### config.mk
export PLATFORM = sky130hd
export DESIGN_NAME = mdio_paged_seq
export DESIGN_NICKNAME = d
export VERILOG_FILES = /design/src/rtl/mps_pkg.sv /design/src/rtl/mps_addr_split.sv /design/src/rtl/mps_page_cache.sv /design/src/rtl/mps_retry_ctl.sv /design/src/rtl/mdio_paged_seq.sv
export SDC_FILE = /design/constraint.sdc
export NUM_CORES = 1
export LEC_CHECK = 0
export BUFFER_PORTS_ARGS = -buffer_cell sky130_fd_sc_hd__buf_2
export CORE_ASPECT_RATIO = 0.5
export CORE_MARGIN = 2
export CORE_UTILIZATION = 51
export DETAILED_ROUTE_END_ITERATION = 16
export HOLD_SLACK_MARGIN = 0.1
export PLACE_DENSITY = 0.78
export SLEW_MARGIN = 20
export SYNTH_ARGS = -nofsm -noshare
export SYNTH_HDL_FRONTEND = slang
export SYNTH_HIERARCHICAL = 1
export SYNTH_SLANG_ARGS = --single-unit
### constraint.sdc
create_clock -name clk -period 5.75 [get_ports clk]
set_input_delay 0.2875 -clock clk [delete_from_list [all_inputs] [get_ports clk]]
set_output_delay 0.2875 -clock clk [all_outputs]
set_load 0.01 [all_outputs]
### src/rtl/mps_pkg.sv
// Shared types of the paged management-bus sequencer.
package mps_pkg;

    // Command codes seen on cmd_op.
    typedef enum logic [2:0] {
        OP_READ  = 3'd0,
        OP_WRITE = 3'd1,
        OP_RMW   = 3'd2,
        OP_POLL  = 3'd3,
        OP_DBG   = 3'd4
    } mps_op_e;

    // Sequencer states.
    typedef enum logic [1:0] {
        ST_IDLE,
        ST_XFER,
        ST_GAP,
        ST_DONE
    } mps_state_e;

endpackage

### src/rtl/mps_addr_split.sv
// Cuts a byte address of one half-word into page, PHY and register fields.
// Assumes ADDR_W covers the page field (PAGE_LSB + PAGE_W <= ADDR_W).
module mps_addr_split #(
    parameter int ADDR_W   = 32,
    parameter int PAGE_W   = 16,
    parameter int PAGE_LSB = 9,
    parameter int PHY_LSB  = 6,
    parameter int REG_LSB  = 1
) (
    input  logic [ADDR_W-1:0] half_addr,
    output logic [PAGE_W-1:0] page,
    output logic [4:0]        phy,
    output logic [4:0]        regno
);
    localparam int TOP_LSB = PAGE_LSB + PAGE_W;

    // Bits outside every field, kept only to document that they are dropped.
    logic unused_bits;
    if (TOP_LSB < ADDR_W) begin : g_top
        assign unused_bits = ^{half_addr[ADDR_W-1:TOP_LSB], half_addr[0]};
    end else begin : g_notop
        assign unused_bits = half_addr[0];
    end

    // Field extraction; the PHY number always lands in the 0x10..0x17 window.
    always_comb begin
        page  = half_addr[PAGE_LSB +: PAGE_W];
        phy   = {2'b10, half_addr[PHY_LSB +: 3]};
        regno = half_addr[REG_LSB +: 5];
    end
endmodule

### src/rtl/mps_page_cache.sv
// Holds the last page written to the page-select location.
// Invalid after reset so the first paged access always selects a page.
module mps_page_cache #(
    parameter int PAGE_W = 16
) (
    input  logic              clk,
    input  logic              rst_n,
    input  logic [PAGE_W-1:0] lookup_page,
    output logic              hit,
    input  logic              load,
    input  logic [PAGE_W-1:0] load_page
);
    logic              valid_q;
    logic [PAGE_W-1:0] page_q;

    // Record the page once its select write has been accepted.
    always_ff @(posedge clk) begin
        if (!rst_n) begin
            valid_q <= 1'b0;
            page_q  <= '0;
        end else if (load) begin
            valid_q <= 1'b1;
            page_q  <= load_page;
        end
    end

    // Hit only when a page is known and equal to the one asked for.
    assign hit = valid_q && (page_q == lookup_page);
endmodule

### src/rtl/mps_retry_ctl.sv
// Retry budget and inter-attempt idle counter for poll commands.
// Assumes miss is raised only when exhausted is low.
module mps_retry_ctl #(
    parameter int TMO_W = 16,
    parameter int GAP_W = 8
) (
    input  logic             clk,
    input  logic             rst_n,
    input  logic             start,
    input  logic [TMO_W-1:0] start_tmo,
    input  logic [GAP_W-1:0] start_gap,
    input  logic             miss,
    input  logic             in_gap,
    output logic             exhausted,
    output logic             gap_over
);
    logic [TMO_W-1:0] tmo_q;
    logic [GAP_W-1:0] gap_lim_q;
    logic [GAP_W-1:0] gap_q;

    // Load on command start, charge on a miss, count down while idling.
    always_ff @(posedge clk) begin
        if (!rst_n) begin
            tmo_q     <= '0;
            gap_lim_q <= '0;
            gap_q     <= '0;
        end else if (start) begin
            tmo_q     <= start_tmo;
            gap_lim_q <= start_gap;
            gap_q     <= '0;
        end else if (miss) begin
            tmo_q <= tmo_q - 1'b1;
            gap_q <= gap_lim_q;
        end else if (in_gap && gap_q != '0) begin
            gap_q <= gap_q - 1'b1;
        end
    end

    assign exhausted = (tmo_q == '0);
    assign gap_over  = (gap_q == '0);
endmodule

### src/rtl/mdio_paged_seq.sv
// Top of the paged management-bus sequencer. Runs one 32-bit command at a
// time as a list of half-word transactions, inserting a page-select write
// whenever the cached page does not match. Bus outputs are decoded from
// registered state, so a stalled request holds steady until mdio_ready.
module mdio_paged_seq
    import mps_pkg::*;
#(
    parameter int         ADDR_W       = 32,
    parameter int         TMO_W        = 16,
    parameter int         GAP_W        = 8,
    parameter logic [4:0] PAGE_PHY     = 5'h18,
    parameter logic [4:0] PAGE_REG     = 5'h00,
    parameter logic [4:0] DBG_ADDR_REG = 5'h1D,
    parameter logic [4:0] DBG_DATA_REG = 5'h1E
) (
    input  logic              clk,
    input  logic              rst_n,
    input  logic              cmd_req,
    input  logic [2:0]        cmd_op,
    input  logic [ADDR_W-1:0] cmd_addr,
    input  logic [31:0]       cmd_wdata,
    input  logic [31:0]       cmd_mask,
    input  logic [31:0]       cmd_set,
    input  logic [TMO_W-1:0]  cmd_timeout,
    input  logic [GAP_W-1:0]  cmd_gap,
    output logic              cmd_busy,
    output logic              cmd_done,
    output logic              cmd_ok,
    output logic [31:0]       cmd_rdata,
    output logic              mdio_valid,
    input  logic              mdio_ready,
    output logic              mdio_write,
    output logic [4:0]        mdio_phy,
    output logic [4:0]        mdio_reg,
    output logic [15:0]       mdio_wdata,
    input  logic [15:0]       mdio_rdata
);
    localparam int HALF_W = 16;
    localparam int WORD_W = 2 * HALF_W;

    mps_state_e        state_q;
    mps_op_e           op_q;
    logic [ADDR_W-1:0] addr_q;
    logic [WORD_W-1:0] wdata_q, mask_q, set_q, acc_q;
    logic [1:0]        step_q;
    logic              ok_q;

    logic              hi, wr, paged, last;
    logic [ADDR_W-1:0] half_addr;
    logic [HALF_W-1:0] page;
    logic [4:0]        sp_phy, sp_reg;
    logic              cache_hit, need_page;
    logic [WORD_W-1:0] wr_word, read_word;
    logic              xfer_fire, page_fire, data_fire, poll_hit;
    logic              exhausted, gap_over, poll_miss, start;

    // Per-step role of the current transaction: which half, direction, end.
    always_comb begin
        hi    = 1'b0;
        wr    = 1'b0;
        paged = 1'b1;
        last  = 1'b0;
        unique case (op_q)
            OP_READ, OP_POLL: begin
                hi   = step_q[0];
                last = (step_q == 2'd1);
            end
            OP_WRITE: begin
                hi   = ~step_q[0];
                wr   = 1'b1;
                last = (step_q == 2'd1);
            end
            OP_RMW: begin
                hi   = step_q[0] ^ step_q[1];
                wr   = step_q[1];
                last = (step_q == 2'd3);
            end
            OP_DBG: begin
                wr    = 1'b1;
                paged = 1'b0;
                last  = (step_q == 2'd1);
            end
            default: ;
        endcase
    end

    assign half_addr = addr_q + (hi ? ADDR_W'(2) : ADDR_W'(0));

    mps_addr_split #(.ADDR_W(ADDR_W), .PAGE_W(HALF_W)) u_split (
        .half_addr (half_addr),
        .page      (page),
        .phy       (sp_phy),
        .regno     (sp_reg)
    );

    mps_page_cache #(.PAGE_W(HALF_W)) u_cache (
        .clk         (clk),
        .rst_n       (rst_n),
        .lookup_page (page),
        .hit         (cache_hit),
        .load        (page_fire),
        .load_page   (page)
    );

    mps_retry_ctl #(.TMO_W(TMO_W), .GAP_W(GAP_W)) u_retry (
        .clk       (clk),
        .rst_n     (rst_n),
        .start     (start),
        .start_tmo (cmd_timeout),
        .start_gap (cmd_gap),
        .miss      (poll_miss),
        .in_gap    (state_q == ST_GAP),
        .exhausted (exhausted),
        .gap_over  (gap_over)
    );

    // Handshake qualifiers and data paths of the transaction in flight.
    always_comb begin
        need_page = paged && !cache_hit;
        xfer_fire = (state_q == ST_XFER) && mdio_ready;
        page_fire = xfer_fire && need_page;
        data_fire = xfer_fire && !need_page;
        wr_word   = (op_q == OP_RMW) ? ((acc_q & ~mask_q) | set_q) : wdata_q;
        read_word = hi ? {mdio_rdata, acc_q[HALF_W-1:0]}
                       : {acc_q[WORD_W-1:HALF_W], mdio_rdata};
        poll_hit  = ((read_word & mask_q) == wdata_q);
        poll_miss = data_fire && last && (op_q == OP_POLL) && !poll_hit && !exhausted;
        start     = (state_q == ST_IDLE) && cmd_req;
    end

    // Bus request: page select first when needed, else the half access.
    always_comb begin
        mdio_valid = (state_q == ST_XFER);
        mdio_write = 1'b1;
        mdio_phy   = PAGE_PHY;
        mdio_reg   = PAGE_REG;
        mdio_wdata = page;
        if (!need_page) begin
            mdio_write = wr;
            if (op_q == OP_DBG) begin
                mdio_phy   = addr_q[4:0];
                mdio_reg   = step_q[0] ? DBG_DATA_REG : DBG_ADDR_REG;
                mdio_wdata = step_q[0] ? wdata_q[HALF_W-1:0] : wdata_q[WORD_W-1:HALF_W];
            end else begin
                mdio_phy   = sp_phy;
                mdio_reg   = sp_reg;
                mdio_wdata = hi ? wr_word[WORD_W-1:HALF_W] : wr_word[HALF_W-1:0];
            end
        end
    end

    // Command sequencer: accept, step through halves, retry polls, report.
    always_ff @(posedge clk) begin
        if (!rst_n) begin
            state_q <= ST_IDLE;
            op_q    <= OP_READ;
            addr_q  <= '0;
            wdata_q <= '0;
            mask_q  <= '0;
            set_q   <= '0;
            acc_q   <= '0;
            step_q  <= '0;
            ok_q    <= 1'b0;
        end else begin
            unique case (state_q)
                ST_IDLE: if (cmd_req) begin
                    op_q    <= mps_op_e'(cmd_op);
                    addr_q  <= cmd_addr;
                    wdata_q <= cmd_wdata;
                    mask_q  <= cmd_mask;
                    set_q   <= cmd_set;
                    acc_q   <= '0;
                    step_q  <= '0;
                    ok_q    <= 1'b0;
                    state_q <= ST_XFER;
                end
                ST_XFER: if (data_fire) begin
                    if (!wr) acc_q <= read_word;
                    if (!last) begin
                        step_q <= step_q + 1'b1;
                    end else if (op_q != OP_POLL || poll_hit) begin
                        ok_q    <= 1'b1;
                        state_q <= ST_DONE;
                    end else if (exhausted) begin
                        ok_q    <= 1'b0;
                        state_q <= ST_DONE;
                    end else begin
                        step_q  <= '0;
                        state_q <= ST_GAP;
                    end
                end
                ST_GAP:  if (gap_over) state_q <= ST_XFER;
                ST_DONE: state_q <= ST_IDLE;
                default: state_q <= ST_IDLE;
            endcase
        end
    end

    assign cmd_busy  = (state_q != ST_IDLE);
    assign cmd_done  = (state_q == ST_DONE);
    assign cmd_ok    = ok_q;
    assign cmd_rdata = acc_q;
endmodule

Word-level counts from Yosys, hierarchy flattened
Index checks and enable logic that the tools add are counted.
{ "word_totals": {"register_bits": 210, "in_bits": 175, "out_inout_bits": 63, "elab_cells": 123} }
{ "classes": {"n_addsub": 4, "n_eq_ne": 20, "muxes": 44, "bitwise_logic": 7, "reduce_logical": 34} }
{ "op_table": {"columns": ["operator", "count"], "rows": [
  ["$mux 32", 5],
  ["$mux 16", 6],
  ["$and 32x32->32", 2],
  ["$pmux 32 s2", 1],
  ["$eq 32x32->1", 1],
  ["$not 32->32", 1],
  ["$or 32x32->32", 1],
  ["$add 25x2->25", 1],
  ["$mux 2", 11],
  ["$mux 5", 4],
  ["$eq 16x16->1", 1],
  ["$logic_not 16->1", 1],
  ["$mux 8", 2],
  ["$sub 16x1->16 const B", 1],
  ["$logic_and 1x1->1", 11],
  ["$reduce_and 5->1", 2],
  ["$mux 1", 9],
  ["$logic_not 8->1", 1],
  ["$pmux 2 s4", 1],
  ["$reduce_and 4->1", 2],
  ["$reduce_bool 2->1", 4],
  ["$reduce_bool 8->1", 1],
  ["$sub 8x1->8 const B", 1],
  ["$eq 2x2->1 const B", 3],
  ["22 further kinds", 36]
]} }

Depth between registers and ports, before layout
{ "depth": {"word_depth": 17, "ltp_mapped": 29, "mapped_depth_nobuf": 22} }

By module
Netlist, hierarchy kept.
{ "modules_own_cells": {"columns": ["mod", "n_inst", "cells_per_inst", "area_each_um2", "seq_area_each_um2"], "rows": [
  ["mdio_paged_seq", 1, 1267, 9544.2, 3363.2],
  ["mps_retry_ctl", 1, 189, 1689.1, 640.6],
  ["mps_page_cache", 1, 75, 805.8, 340.3],
  ["mps_addr_split", 1, 28, 202.7, 0.0]
]} }

Least setup slack after synthesis
Ideal clock, no wire load.
{ "synth_path": {"kind": "register to register", "from": "reg op_q[0]", "to": "reg u_retry.tmo_q[15]", "arrival_time_ns": 5.619, "required_time_ns": 5.624, "setup_slack_ns": 0.005, "path_stages_with_launch": 29, "synth_period_minus_slack_ns": 5.745, "path_cell_list": "dfxtp_1 > nand3b_1 > and3b_1 > buf_6 > nor3_1 > clkbuf_1 > clkbuf_1 > and2_1 > ha_1 > and2_1 > clkbuf_1 > nand3_1 > nor2_1 > nand4_1 > xnor2_1 > buf_4 > xor2_1 > nor4_1 > nand4_1 > nor4_2 > clkbuf_1 > o21ai_0 > nor2_1 > nand2_1 > nor2_1 > or4b_1 > nor4_2 > xnor2_1 > a21oi_2"} }
{ "synth_via": {"elab_chain_cells": 16} }
{ "synth_lines": {"columns": ["element", "line", "source"], "rows": [
  ["start: declaration", "mdio_paged_seq.sv:42", "mps_op_e op_q;"],
  ["start signal: assignment", "mdio_paged_seq.sv:167", "op_q <= mps_op_e'(cmd_op);"],
  ["$eq 3x2->1 / $logic_not 3->1 (equally long branches)", "mdio_paged_seq.sv:63", "unique case (op_q)"],
  ["$reduce_or 2->1", "mdio_paged_seq.sv:63", null],
  ["$pmux 1 s3 (*)", "mdio_paged_seq.sv:63", null],
  ["$mux 2 (*)", "mdio_paged_seq.sv:87", "assign half_addr = addr_q + (hi ? ADDR_W'(2) : ADDR_W'(0));"],
  ["$add 25x2->25 (*)", "mdio_paged_seq.sv:87", null],
  ["net half_addr[23]", "mdio_paged_seq.sv:49", "logic [ADDR_W-1:0] half_addr;"],
  ["$eq 16x16->1 (*)", "mps_page_cache.sv:28", "assign hit = valid_q && (page_q == lookup_page);"],
  ["$logic_and 1x1->1 (*)", "mps_page_cache.sv:28", null],
  ["net cache_hit", "mdio_paged_seq.sv:52", "logic cache_hit, need_page;"],
  ["$logic_not 1->1 (*)", "mdio_paged_seq.sv:119", "need_page = paged && !cache_hit;"],
  ["$logic_and 1x1->1 (*)", "mdio_paged_seq.sv:119", null],
  ["$logic_not 1->1 (*)", null, null],
  ["$logic_and 1x1->1 (*)", "mdio_paged_seq.sv:122", "data_fire = xfer_fire && !need_page;"],
  ["$logic_and 1x1->1 (*) (4 in series)", "mdio_paged_seq.sv:127", "poll_miss = data_fire && last && (op_q == OP_POLL) && !poll_hit && !exhausted;"],
  ["net poll_miss", "mdio_paged_seq.sv:55", "logic exhausted, gap_over, poll_miss, start;"],
  ["$reduce_bool 2->1 (no source line) (*)", null, null],
  ["end signal: assignment", "mps_retry_ctl.sv:28", "tmo_q <= start_tmo;"],
  ["end signal: assignment", "mps_retry_ctl.sv:32", "tmo_q <= tmo_q - 1'b1;"],
  ["end: declaration", "mps_retry_ctl.sv:17", "logic [TMO_W-1:0] tmo_q;"]
]} }
The timed path passes the listed nets; every way through them passes the cells marked *.
A chain may end at the register's enable or synchronous reset.

Worst setup path after layout
{ "layout_path": {"from": "reg op_q[0]", "to": "out mdio_wdata[10]"} }
{ "layout_via": {"elab_chain_cells": 10} }
{ "layout_lines": {"columns": ["element", "line", "source"], "rows": [
  ["$eq 3x2->1 / $logic_not 3->1 (equally long branches)", "mdio_paged_seq.sv:63", null],
  ["$reduce_or 2->1", "mdio_paged_seq.sv:63", null],
  ["$pmux 1 s3 (*)", "mdio_paged_seq.sv:63", null],
  ["$mux 2 (*)", "mdio_paged_seq.sv:87", null],
  ["$add 25x2->25 (*)", "mdio_paged_seq.sv:87", null],
  ["net half_addr[23]", "mdio_paged_seq.sv:49", null],
  ["$eq 16x16->1 (*)", "mps_page_cache.sv:28", null],
  ["$logic_and 1x1->1 (*)", "mps_page_cache.sv:28", null],
  ["net cache_hit", "mdio_paged_seq.sv:52", null],
  ["$logic_not 1->1 (*)", "mdio_paged_seq.sv:119", null],
  ["$logic_and 1x1->1 (*)", "mdio_paged_seq.sv:119", null],
  ["$mux 16 (*)", "mdio_paged_seq.sv:138", "if (!need_page) begin"],
  ["end: declaration", "mdio_paged_seq.sv:35", "output logic [15:0] mdio_wdata,"]
]} }
Marked as above.

==> results.json <==
{
  "synthCells": 1512,
  "drc": 0,
  "period_share_pct": 95.3,
  "cp_cell_sequence": "nand2b_1, and3b_1, nor3_2, and2_1, ha_1, and2_1, nand3_1, nor2_1, nand4_1, xnor2_2, xor2_1, nor4_1, nand4_1, nor4_4, buf_4, nand3_1, o211ai_1, o21ai_0, buf_2",
  "status": "finished, final reports clean",
  "clk_latency_ns": 0.52,
  "n_antenna_cell": 0,
  "overflow": 0,
  "clk_path_buf_depth": 3,
  "wl_per_cell_um": 19.5,
  "worstPathRequired_ns": 5.46,
  "cp_max_fo": 45,
  "cp-end-kind": "output port",
  "leakage_nw": 5.74,
  "drive_gt1_share_pct": 17.3,
  "setup-violations-final": 0,
  "tns_ns": 0,
  "timing.fmax_ghz": 0.182,
  "r2r_cells": 23,
  "power_mw": 3.72,
  "wl_mm": 41.4,
  "cts_setup_buffers": 0,
  "vias": 12400,
  "grt_max_degree": 112,
  "area.growth.synth_to_final_pct": 27.5,
  "vias_per_cell": 5.84,
  "hp-start": "cmd_wdata[29]",
  "io_pins": 238,
  "fin_area_um2": 15100,
  "cts_tree": "done",
  "arrival_ns": 5.20,
  "timing.rr.start": "op_q[0]",
  "slowest_stage": "buf_4",
  "core_um2": 22800,
  "dieArea_um2": 24600,
  "hp-class": "input pin to register",
  "drv_slew": 0,
  "timing.setup.critical_path_class": "register to output port",
  "grt_pass1_vias": 11400,
  "gp_congestion": 1.02,
  "path_depth": 19,
  "grt_usage_pct": 32.8,
  "fp-row-count": 39,
  "dr.pass1.iters": 8,
  "path_clk_slew_ns": 0.07,
  "peakVddDrop_uv": 172,
  "finalCriticalPeriod_ns": 5.48,
  "cp_slowest_stage_delay_ns": 0.46,
  "die_x_um": 220,
  "clock-root-buffer": "clkbuf_16",
  "numCtsBuffers": 20,
  "most-common-layout-cells": "326 x nand2_1, 229 x buf_2, 210 x dfxtp_1",
  "syn_area_um2": 11900,
  "worst_slew_pin_slew_ns": 1.10,
  "pre_cts_slack_ns": 0.470,
  "crit_buf_inv": 2,
  "hold_depth": 3,
  "synth_nets": 1691,
  "drv_cap": 0,
  "place_area_um2": 13000,
  "io_buffers": 230,
  "rsz0062_at_grt": "no",
  "layout.nets": 1979,
  "final-hold-violation-count": 0,
  "slew_headroom_pct": 26.4,
  "start_util_pct": 52.0,
  "cp_top_family": "simple AND/OR/NAND/NOR gates",
  "die_h_um": 112,
  "setup_ws_ns": 0.267,
  "htreeDepth": 1,
  "cp-start-kind": "register",
  "clock_sinks": 210,
  "postRouteAntennaNets": 0,
  "crit_start": "op_q[0]",
  "hold_ws_ns": 0.109,
  "drtIter0Drc": 1450,
  "antenna_found_initial": 0,
  "pwr_density_cell_nw_per_um2": 246,
  "final_common_cell": "nand2_1",
  "syn_avg_cell_area_um2": 7.85,
  "skew_ns": 0.0124,
  "grt_pass1_wl_mm": 62.7,
  "dpl.hpwl_mm": 27.5,
  "ys_warn_count": 6
}
registers in the layout, indices dropped and copies added, names as in the netlist, 16 cells and up:
register,cells
addr_q,25
cmd_rdata,32
mask_q,32
set_q,32
u_cache/page_q,16
u_retry/tmo_q,16
wdata_q,32
cell type report:
class / instances / area, um^2
inverters: 48 / 183
repair buffers: 397 / 2780
clock inverters: 8 / 111
multi-input cells: 1123 / 6900
fillers: 1884 / 7700
flip-flops and latches: 210 / 4200
well taps: 307 / 384
clock buffers: 27 / 577
final timing paths:
kind	endpoint	slack, ns
worst min-delay path	wdata_q[29]	0.11
worst max-delay path	mdio_wdata[10]	0.27
worst min register to register	set_q[5]	0.47
worst max register to register	cmd_rdata[23]	0.35
worst register-to-register path, delay by kind of cell (launching register included):
| family | cells | cell delay, ns |
|---|---|---|
| buffers and inverters | 3 | 0.79 |
| AOI/OAI and AO/OA | 4 | 0.77 |
| DFF | 1 | 0.45 |
| xor gates and xnor gates | 2 | 0.35 |
| and+or+nand+nor | 13 | 2.77 |
| adders and majority gates | 1 | 0.17 |
timing repair:
action                                 4_1_cts  5_1_grt
hold buffers                               147        0
setup endpoints to repair                    0       22
gates resized for setup                      0        2
endpoints found under the hold margin      147        0
through the flow:
step                utilization (%)  instances
floorplan                         -       1512
global placement               56.7       1938
detailed placement             56.7       1938
CTS                            66.2       2120
global route                   66.3       2120
finish                         66.3       2120
power breakdown:
part	switching, mW	leakage (nW)	internal, mW
Combinational	0.380	3.68	0.298
Clock	0.601	0.337	0.801
Sequential	0.107	1.72	1.53
layer usage:
layer / part of all wire [%] / track usage (%) / wire length, um
met1: 42 / 44.0 / 17400
met2: 43 / 51.3 / 17900
met3: 10 / 7.30 / 4330
met4: 4.2 / 12.8 / 1760
met5: 0 / 0 / 0
(Power assumes the default switching activity.)
